<file path="src/rtl/crank_evt_pkg.sv">
package crank_evt_pkg;
  localparam int unsigned CYCLE_DEG = 720;
  localparam int unsigned STEPS_LO  = 10;
  localparam int unsigned STEPS_HI  = 100;
  localparam int unsigned ANGW      = $clog2(CYCLE_DEG * STEPS_HI);
  localparam int unsigned SUBW      = $clog2(STEPS_HI + 1);

  typedef logic [ANGW-1:0] ang_t;
  typedef logic [SUBW-1:0] sub_t;

  // sub-steps per degree
  function automatic sub_t steps_per_deg(input logic fine);
    return fine ? sub_t'(STEPS_HI) : sub_t'(STEPS_LO);
  endfunction

  // sub-steps in one 720 degree cycle
  function automatic ang_t cycle_len(input logic fine);
    return fine ? ang_t'(CYCLE_DEG * STEPS_HI) : ang_t'(CYCLE_DEG * STEPS_LO);
  endfunction

  function automatic ang_t second_turn(input logic fine);
    return fine ? ang_t'(CYCLE_DEG * STEPS_HI / 2) : ang_t'(CYCLE_DEG * STEPS_LO / 2);
  endfunction

  // window membership with wrap-through-zero support
  function automatic logic in_window(input ang_t a, input ang_t s, input ang_t e);
    if (s == e)     return 1'b0;
    else if (s < e) return (a >= s) && (a < e);
    else            return (a >= s) || (a < e);
  endfunction
endpackage

</file>
<file path="src/rtl/crank_pulse_meas.sv">
module crank_pulse_meas #(
  parameter int PERW = 16
) (
  input  logic            clk,
  input  logic            rst_n,
  input  logic            run,
  input  logic            pos_in,
  input  logic            idx_in,
  output logic            pos_edge,
  output logic            idx_edge,
  output logic [PERW-1:0] meas_q
);
  logic            pos_q, idx_q;
  logic [PERW-1:0] gap_q;

  assign pos_edge = pos_in & ~pos_q;
  assign idx_edge = idx_in & ~idx_q;

  always_ff @(posedge clk or negedge rst_n) begin
    if (!rst_n) begin
      pos_q  <= 1'b0;
      idx_q  <= 1'b0;
      gap_q  <= '0;
      meas_q <= '0;
    end else begin
      pos_q <= pos_in;
      idx_q <= idx_in;
      if (!run) begin
        gap_q  <= '0;
        meas_q <= '0;
      end else if (pos_edge) begin
        meas_q <= gap_q;
        gap_q  <= PERW'(1);
      end else if (gap_q != '1) begin
        gap_q <= gap_q + 1'b1;
      end
    end
  end
endmodule

</file>
<file path="src/rtl/crank_angle_track.sv">
module crank_angle_track
  import crank_evt_pkg::*;
#(
  parameter int PERW = 16
) (
  input  logic            clk,
  input  logic            rst_n,
  input  logic            run,
  input  logic            src_int,
  input  logic            fine_res,
  input  logic            pos_edge,
  input  logic            idx_edge,
  input  logic            cam_in,
  input  logic [PERW-1:0] meas_q,
  input  logic            per_we,
  input  logic [PERW-1:0] per_val,
  output ang_t            ang_nx,
  output sub_t            sub_nx,
  output ang_t            angle_q,
  output sub_t            sub_q,
  output logic            moved
);
  localparam int PADW = ANGW + 1 - SUBW;

  logic [PERW-1:0] tick_q, tick_nx, per_act, act_nx, per_pend, step_ext, per_use;
  sub_t            ratio;
  ang_t            full, half, snap;
  logic [ANGW:0]   snap_w;

  assign ratio    = steps_per_deg(fine_res);
  assign full     = cycle_len(fine_res);
  assign half     = second_turn(fine_res);
  assign step_ext = fine_res ? meas_q / PERW'(STEPS_HI) : meas_q / PERW'(STEPS_LO);
  assign per_use  = src_int ? per_act : step_ext;
  assign snap_w   = {1'b0, angle_q} - {{PADW{1'b0}}, sub_q} + {{PADW{1'b0}}, ratio};
  assign snap     = (snap_w >= {1'b0, full}) ? ANGW'(snap_w - {1'b0, full}) : ANGW'(snap_w);

  always_comb begin
    ang_nx  = angle_q;
    sub_nx  = sub_q;
    tick_nx = tick_q + 1'b1;
    act_nx  = per_act;
    moved   = 1'b0;
    if (!run) begin
      ang_nx  = '0;
      sub_nx  = '0;
      tick_nx = '0;
      act_nx  = per_pend;
    end else if (!src_int && idx_edge) begin
      ang_nx  = cam_in ? half : '0;
      sub_nx  = '0;
      tick_nx = '0;
      moved   = 1'b1;
    end else if (!src_int && pos_edge) begin
      ang_nx  = snap;
      sub_nx  = '0;
      tick_nx = '0;
      moved   = 1'b1;
    end else if (per_use == '0) begin
      tick_nx = '0;
      if (src_int) act_nx = per_pend;
    end else if (tick_q >= per_use - 1'b1) begin
      tick_nx = '0;
      if (src_int) act_nx = per_pend;
      if (src_int || (sub_q < ratio - 1'b1)) begin
        sub_nx = (sub_q == ratio - 1'b1) ? '0 : sub_q + 1'b1;
        ang_nx = (angle_q == full - 1'b1) ? '0 : angle_q + 1'b1;
        moved  = 1'b1;
      end
    end
  end

  always_ff @(posedge clk or negedge rst_n) begin
    if (!rst_n) begin
      angle_q  <= '0;
      sub_q    <= '0;
      tick_q   <= '0;
      per_act  <= '0;
      per_pend <= '0;
    end else begin
      angle_q <= ang_nx;
      sub_q   <= sub_nx;
      tick_q  <= tick_nx;
      per_act <= act_nx;
      if (per_we) per_pend <= per_val;
    end
  end
endmodule

</file>
<file path="src/rtl/crank_evt_chan.sv">
module crank_evt_chan
  import crank_evt_pkg::*;
(
  input  logic clk,
  input  logic rst_n,
  input  logic wr_en,
  input  ang_t wr_start,
  input  ang_t wr_end,
  input  logic run,
  input  ang_t ang_nx,
  output logic evt
);
  ang_t start_q, end_q;

  always_ff @(posedge clk or negedge rst_n) begin
    if (!rst_n) begin
      start_q <= '0;
      end_q   <= '0;
      evt     <= 1'b0;
    end else begin
      evt <= run && in_window(ang_nx, start_q, end_q);
      if (wr_en) begin
        start_q <= wr_start;
        end_q   <= wr_end;
      end
    end
  end
endmodule

</file>
<file path="src/rtl/crank_event_gen.sv">
module crank_event_gen
  import crank_evt_pkg::*;
#(
  parameter  int NCH  = 16,
  parameter  int PERW = 16,
  localparam int CHW  = (NCH > 1) ? $clog2(NCH) : 1
) (
  input  logic            clk,
  input  logic            rst_n,
  input  logic            run,
  input  logic            src_int,
  input  logic            fine_res,
  input  logic            cfg_we,
  input  logic [CHW-1:0]  cfg_ch,
  input  logic [ANGW-1:0] cfg_start,
  input  logic [ANGW-1:0] cfg_end,
  input  logic            per_we,
  input  logic [PERW-1:0] per_val,
  input  logic            pos_in,
  input  logic            idx_in,
  input  logic            cam_in,
  output logic [NCH-1:0]  evt_out,
  output logic            pos_out,
  output logic            idx_out,
  output logic            cam_out
);
  logic            pos_edge, idx_edge, moved;
  logic [PERW-1:0] meas_q;
  ang_t            ang_nx, angle_q, half_w;
  sub_t            sub_nx, sub_q;

  assign half_w = second_turn(fine_res);

  crank_pulse_meas #(.PERW(PERW)) u_meas (
    .clk(clk), .rst_n(rst_n), .run(run), .pos_in(pos_in), .idx_in(idx_in),
    .pos_edge(pos_edge), .idx_edge(idx_edge), .meas_q(meas_q)
  );

  crank_angle_track #(.PERW(PERW)) u_track (
    .clk(clk), .rst_n(rst_n), .run(run), .src_int(src_int), .fine_res(fine_res),
    .pos_edge(pos_edge), .idx_edge(idx_edge), .cam_in(cam_in), .meas_q(meas_q),
    .per_we(per_we), .per_val(per_val), .ang_nx(ang_nx), .sub_nx(sub_nx),
    .angle_q(angle_q), .sub_q(sub_q), .moved(moved)
  );

  for (genvar g = 0; g < NCH; g++) begin : g_chan
    crank_evt_chan u_chan (
      .clk(clk), .rst_n(rst_n),
      .wr_en(cfg_we && !run && (cfg_ch == CHW'(g))),
      .wr_start(cfg_start), .wr_end(cfg_end),
      .run(run), .ang_nx(ang_nx), .evt(evt_out[g])
    );
  end

  always_ff @(posedge clk or negedge rst_n) begin
    if (!rst_n) begin
      pos_out <= 1'b0;
      idx_out <= 1'b0;
      cam_out <= 1'b0;
    end else begin
      pos_out <= moved && (sub_nx == '0);
      idx_out <= moved && (sub_nx == '0) && ((ang_nx == '0) || (ang_nx == half_w));
      cam_out <= run && (ang_nx >= half_w);
    end
  end
endmodule

</file>
<file path="config.mk">
export PLATFORM = sky130hd
export DESIGN_NAME = crank_event_gen
export DESIGN_NICKNAME = d
export VERILOG_FILES = /design/src/rtl/crank_evt_pkg.sv /design/src/rtl/crank_pulse_meas.sv /design/src/rtl/crank_angle_track.sv /design/src/rtl/crank_evt_chan.sv /design/src/rtl/crank_event_gen.sv
export SDC_FILE = /design/constraint.sdc
export NUM_CORES = 2
export LEC_CHECK = 0
export BUFFER_PORTS_ARGS = -buffer_cell sky130_fd_sc_hd__buf_4
export CORE_AREA = 2 2 381 383
export DETAILED_ROUTE_END_ITERATION = 12
export DIE_AREA = 0 0 383 385
export HOLD_SLACK_MARGIN = 0.03
export PLACE_DENSITY = 0.53
export SETUP_SLACK_MARGIN = 0.15
export SKIP_CTS_REPAIR_TIMING = 1
export SYNTH_ARGS = -nofsm -noshare
export SYNTH_HDL_FRONTEND = slang
export SYNTH_HIERARCHICAL = 1
export SYNTH_SLANG_ARGS = --single-unit
</file>
<file path="constraint.sdc">
create_clock -name clk -period 31 [get_ports clk]
set_input_delay 3.1 -clock clk [delete_from_list [all_inputs] [get_ports clk]]
set_output_delay 3.1 -clock clk [all_outputs]
set_load 0.02 [all_outputs]
</file>
==> implementation parameters <==
Parameter                              Value

Synthesis
  Number of flops mapped to enable cells by yosys    0
  Fraction of synthesis flops using an asynchronous set or reset pin    100%
  Mean area per synthesized cell    8.84 sq um
  Cells after Synth    5,807
  Post-Synthesis Cell Area    51,300 sq um
  Synth Net Count    6,805
  Number of synthesized register bits    669
  Yosys warning count    6
  Dominant synthesized flop cell    sky130_fd_sc_hd__dfrtp_1
  Portion of the post-synthesis area used by sequential elements    32.6%
  Unique masters post-synth    119

Setup path
  Launch point of the worst reg-to-reg path    u_meas/meas_q[14]
  Worst setup SP type    primary input
  Crit. End Element    register
  Endpoint arrival time on the critical path    30.30 ns
  Worst Path Class, Setup    primary input to register
  Critical path capture point    g_chan[8].u_chan/evt
  Launching instance or port of the critical path    fine_res
  Highest-delay cell along the critical path    sky130_fd_sc_hd__or4b_4
  Internal reg-to-reg setup slack    3.41 ns
  Largest stage delay on the critical path    0.56 ns
  Most Frequent Cell on Critical Path    sky130_fd_sc_hd__ha_1
  Worst R2R Path Depth    143
  Critical path required time    31.61 ns
  Terminus of the critical flop-to-flop path    g_chan[8].u_chan/evt
  Critical Path Fanout Max    8

Floorplanning
  Initial Utilization    35.9%
  Number of rows created at floorplan    139
  Count of boundary I/O pins    83
  Area of the die    147,000 sq um
  Width of the chip    383 microns
  Chip Height    385 microns
  Core footprint    143,000 sq um

Pwr
  Leakage power summed over all cells    29.7 nW
  Max VDD drop    0.368 mV
  Power density normalized to cell area    130 nW/um^2

STA
  Max Slew Vio Count    0
  Post-Route Setup TNS    0 ns
  Fraction of the cycle the final worst path needs    95.8%
  Slew Limit Headroom    32.0%
  Hold Fails Final Rpt    0
  Crit path time final    29.69 ns
  Transition at the pin with the smallest max-transition slack    0.994 ns
  Final-report setup violation count    0
  Final clock skew    0.0794 ns
  Smallest setup slack after layout    1.31 ns
  Maximum clock frequency    33.7 MHz
  Unrepaired setup endpoints after global routing    yes

Min path
  Hold/Removal Path Class    register to register

Global route
  Via count of the first global-routing pass    41,500
  Antenna violations before repair    5
  Total GRT Usage    22.3%
  Final global-route overflow total    0
  Pin count of the biggest net entering global routing    82
  First-pass GRT wire length    253,000 microns

CTS
  Clock slew at the register clock pins of the worst setup and hold paths    0.06 ns
  Skew-Pair Late Insertion Delay    0.74 ns
  TritonCTS clock tree    done
  Largest buffer count on any clock path    3
  CTS Root Cell    sky130_fd_sc_hd__clkbuf_16
  CTS buffer count    84
  # H-tree levels    3
  Clock Sinks    669

Finish
  Post-route cell area    61,100 sq um
  Final-layout fill cell count    14,000
  Fraction of final layout cells sized beyond drive strength 1    14.7%
  Synthesis-to-layout area growth    19.0%
  Final net count    7,077
  Most common cell after layout, fill and taps aside    sky130_fd_sc_hd__ha_1
  Commonest non-fill, non-tap cells in the layout    sky130_fd_sc_hd__ha_1 (891), sky130_fd_sc_hd__nand2_1 (819), sky130_fd_sc_hd__o21ai_0 (673)

Job
  Number of maximum-capacitance constraint violations    0

Route
  Routed length per placed instance    22.0 microns
  Number of nets with antenna violations after routing    0
  Number of remaining DRC errors    0
  Overall routed net length    177,000 microns
  Per-cell via count in the routed design    5.43
  Detailed-router iteration count before antenna repair    5
  Total via count after detailed routing    43,700
  Initial drt markers    3,442

Placement
  Placed cell area    55,600 sq um
  Routability congestion estimate    0.865
  Half-perimeter wire length of the detailed placement result    109,000 microns
  PortBufs    82
  Pre-CTS setup slack    -0.369 ns

Status
  Run status    complete, no violations
-- worst min path at each step --
stage | from | to | slack [ns] | depth (start not counted)
global route | u_track/per_pend[12] | u_track/per_act[12] | 0.52 | 1
floorplan | u_track/tick_q[0] | u_track/tick_q[0] | 0.47 | 1
global placement | u_track/per_pend[7] | u_track/per_act[7] | 0.49 | 1
finish | u_track/per_pend[12] | u_track/per_act[12] | 0.50 | 1
detailed placement | u_track/per_pend[13] | u_track/per_act[13] | 0.49 | 1
CTS | u_track/per_pend[12] | u_track/per_act[12] | 0.50 | 1
-- registers in the layout (all words and copies together) (netlist names) --
signal	flops
u_track/angle_q	17
cam_out	1
u_track/tick_q	16
u_meas/meas_q	16
g_chan.u_chan/start_q	272
idx_out	1
u_meas/gap_q	16
g_chan.u_chan/end_q	272
u_meas/pos_q	1
u_track/per_pend	16
u_track/sub_q	7
u_meas/idx_q	1
g_chan.u_chan/evt	16
pos_out	1
u_track/per_act	16
-- critical path: cells and delay by family --
| kind | cells | cell delay (ns) |
|---|---|---|
| simple gates | 53 | 8.68 |
| buf+inv | 7 | 1.10 |
| mux | 10 | 2.84 |
| fa+ha+maj | 18 | 4.76 |
| compound gates | 56 | 9.72 |
-- synth_stat cells (all sizes together) (59+ instances only) --
| cell type | instances | share of area, % |
|---|---|---|
| nand3 | 68 | 0.69 |
| ha | 927 | 23 |
| dfrtp | 669 | 33 |
| clkbuf | 112 | 0.82 |
| inv | 671 | 4.9 |
| mux2 | 66 | 1.5 |
| a221oi | 69 | 1.4 |
| o21ai | 739 | 7.2 |
| nor2 | 226 | 1.7 |
| nand2 | 828 | 6.1 |
| xnor2 | 59 | 1.0 |
| a21oi | 251 | 2.5 |
| nand4 | 120 | 1.5 |
| a21o | 147 | 2.2 |
| nor3 | 120 | 1.2 |
| nand2b | 60 | 0.97 |
-- power by group --
group / switching [mW] / leakage [nW] / internal, mW / total [mW]
Clock: 0.428 / 1.42 / 0.604 / 1.03
Sequential: 0.0916 / 7.82 / 1.05 / 1.15
Combinational: 3.26 / 20.5 / 2.50 / 5.76
-- routing by layer --
metal	vias up	GRT usage (%)	share of wire, %
met4	2	5.65	3.1
met2	1141	35.9	45
li1	21200	-	-
met3	254	3.61	6.4
met5	-	0	0.014
met1	21100	31.0	46
-- logic make-up after synthesis --
kind of cell | count (synthesis) | synth area share, %
and+or+nand+nor | 1658 | 15.6
AOI/OAI and AO/OA | 1520 | 18.9
adders and majority gates | 950 | 23.2
buffers and inverters | 830 | 6.16
DFF | 669 | 32.6
xor gates and xnor gates | 91 | 1.55
muxes | 89 | 1.94
-- layout make-up --
type | count | area, sq um | area share [%]
Antenna cell | 4 | 10.0 | 0.0164
Timing Repair Buffer | 344 | 3410 | 5.59
Tap cell | 1903 | 2380 | 3.90
Multi-Input combinational cell | 4308 | 33100 | 54.2
Clock buffer | 121 | 2450 | 4.01
Clock inverter | 31 | 450 | 0.738
Inverter | 672 | 2540 | 4.17
Sequential cell | 669 | 16700 | 27.4
-- through the flow --
stage | hold WS [ns] | instances | util (%) | power (mW)
2_1_floorplan | 0.474 | 5807 | - | 4.93
3_3_place_gp | 0.487 | 7776 | 38.9 | 6.18
3_5_place_dp | 0.495 | 7776 | 38.9 | 6.18
4_1_cts | 0.499 | 7928 | 40.9 | 7.26
5_1_grt | 0.518 | 8049 | 42.7 | 8.62
6_report | 0.500 | 8052 | 42.7 | 7.94
Power figures use the tool's default switching activity.
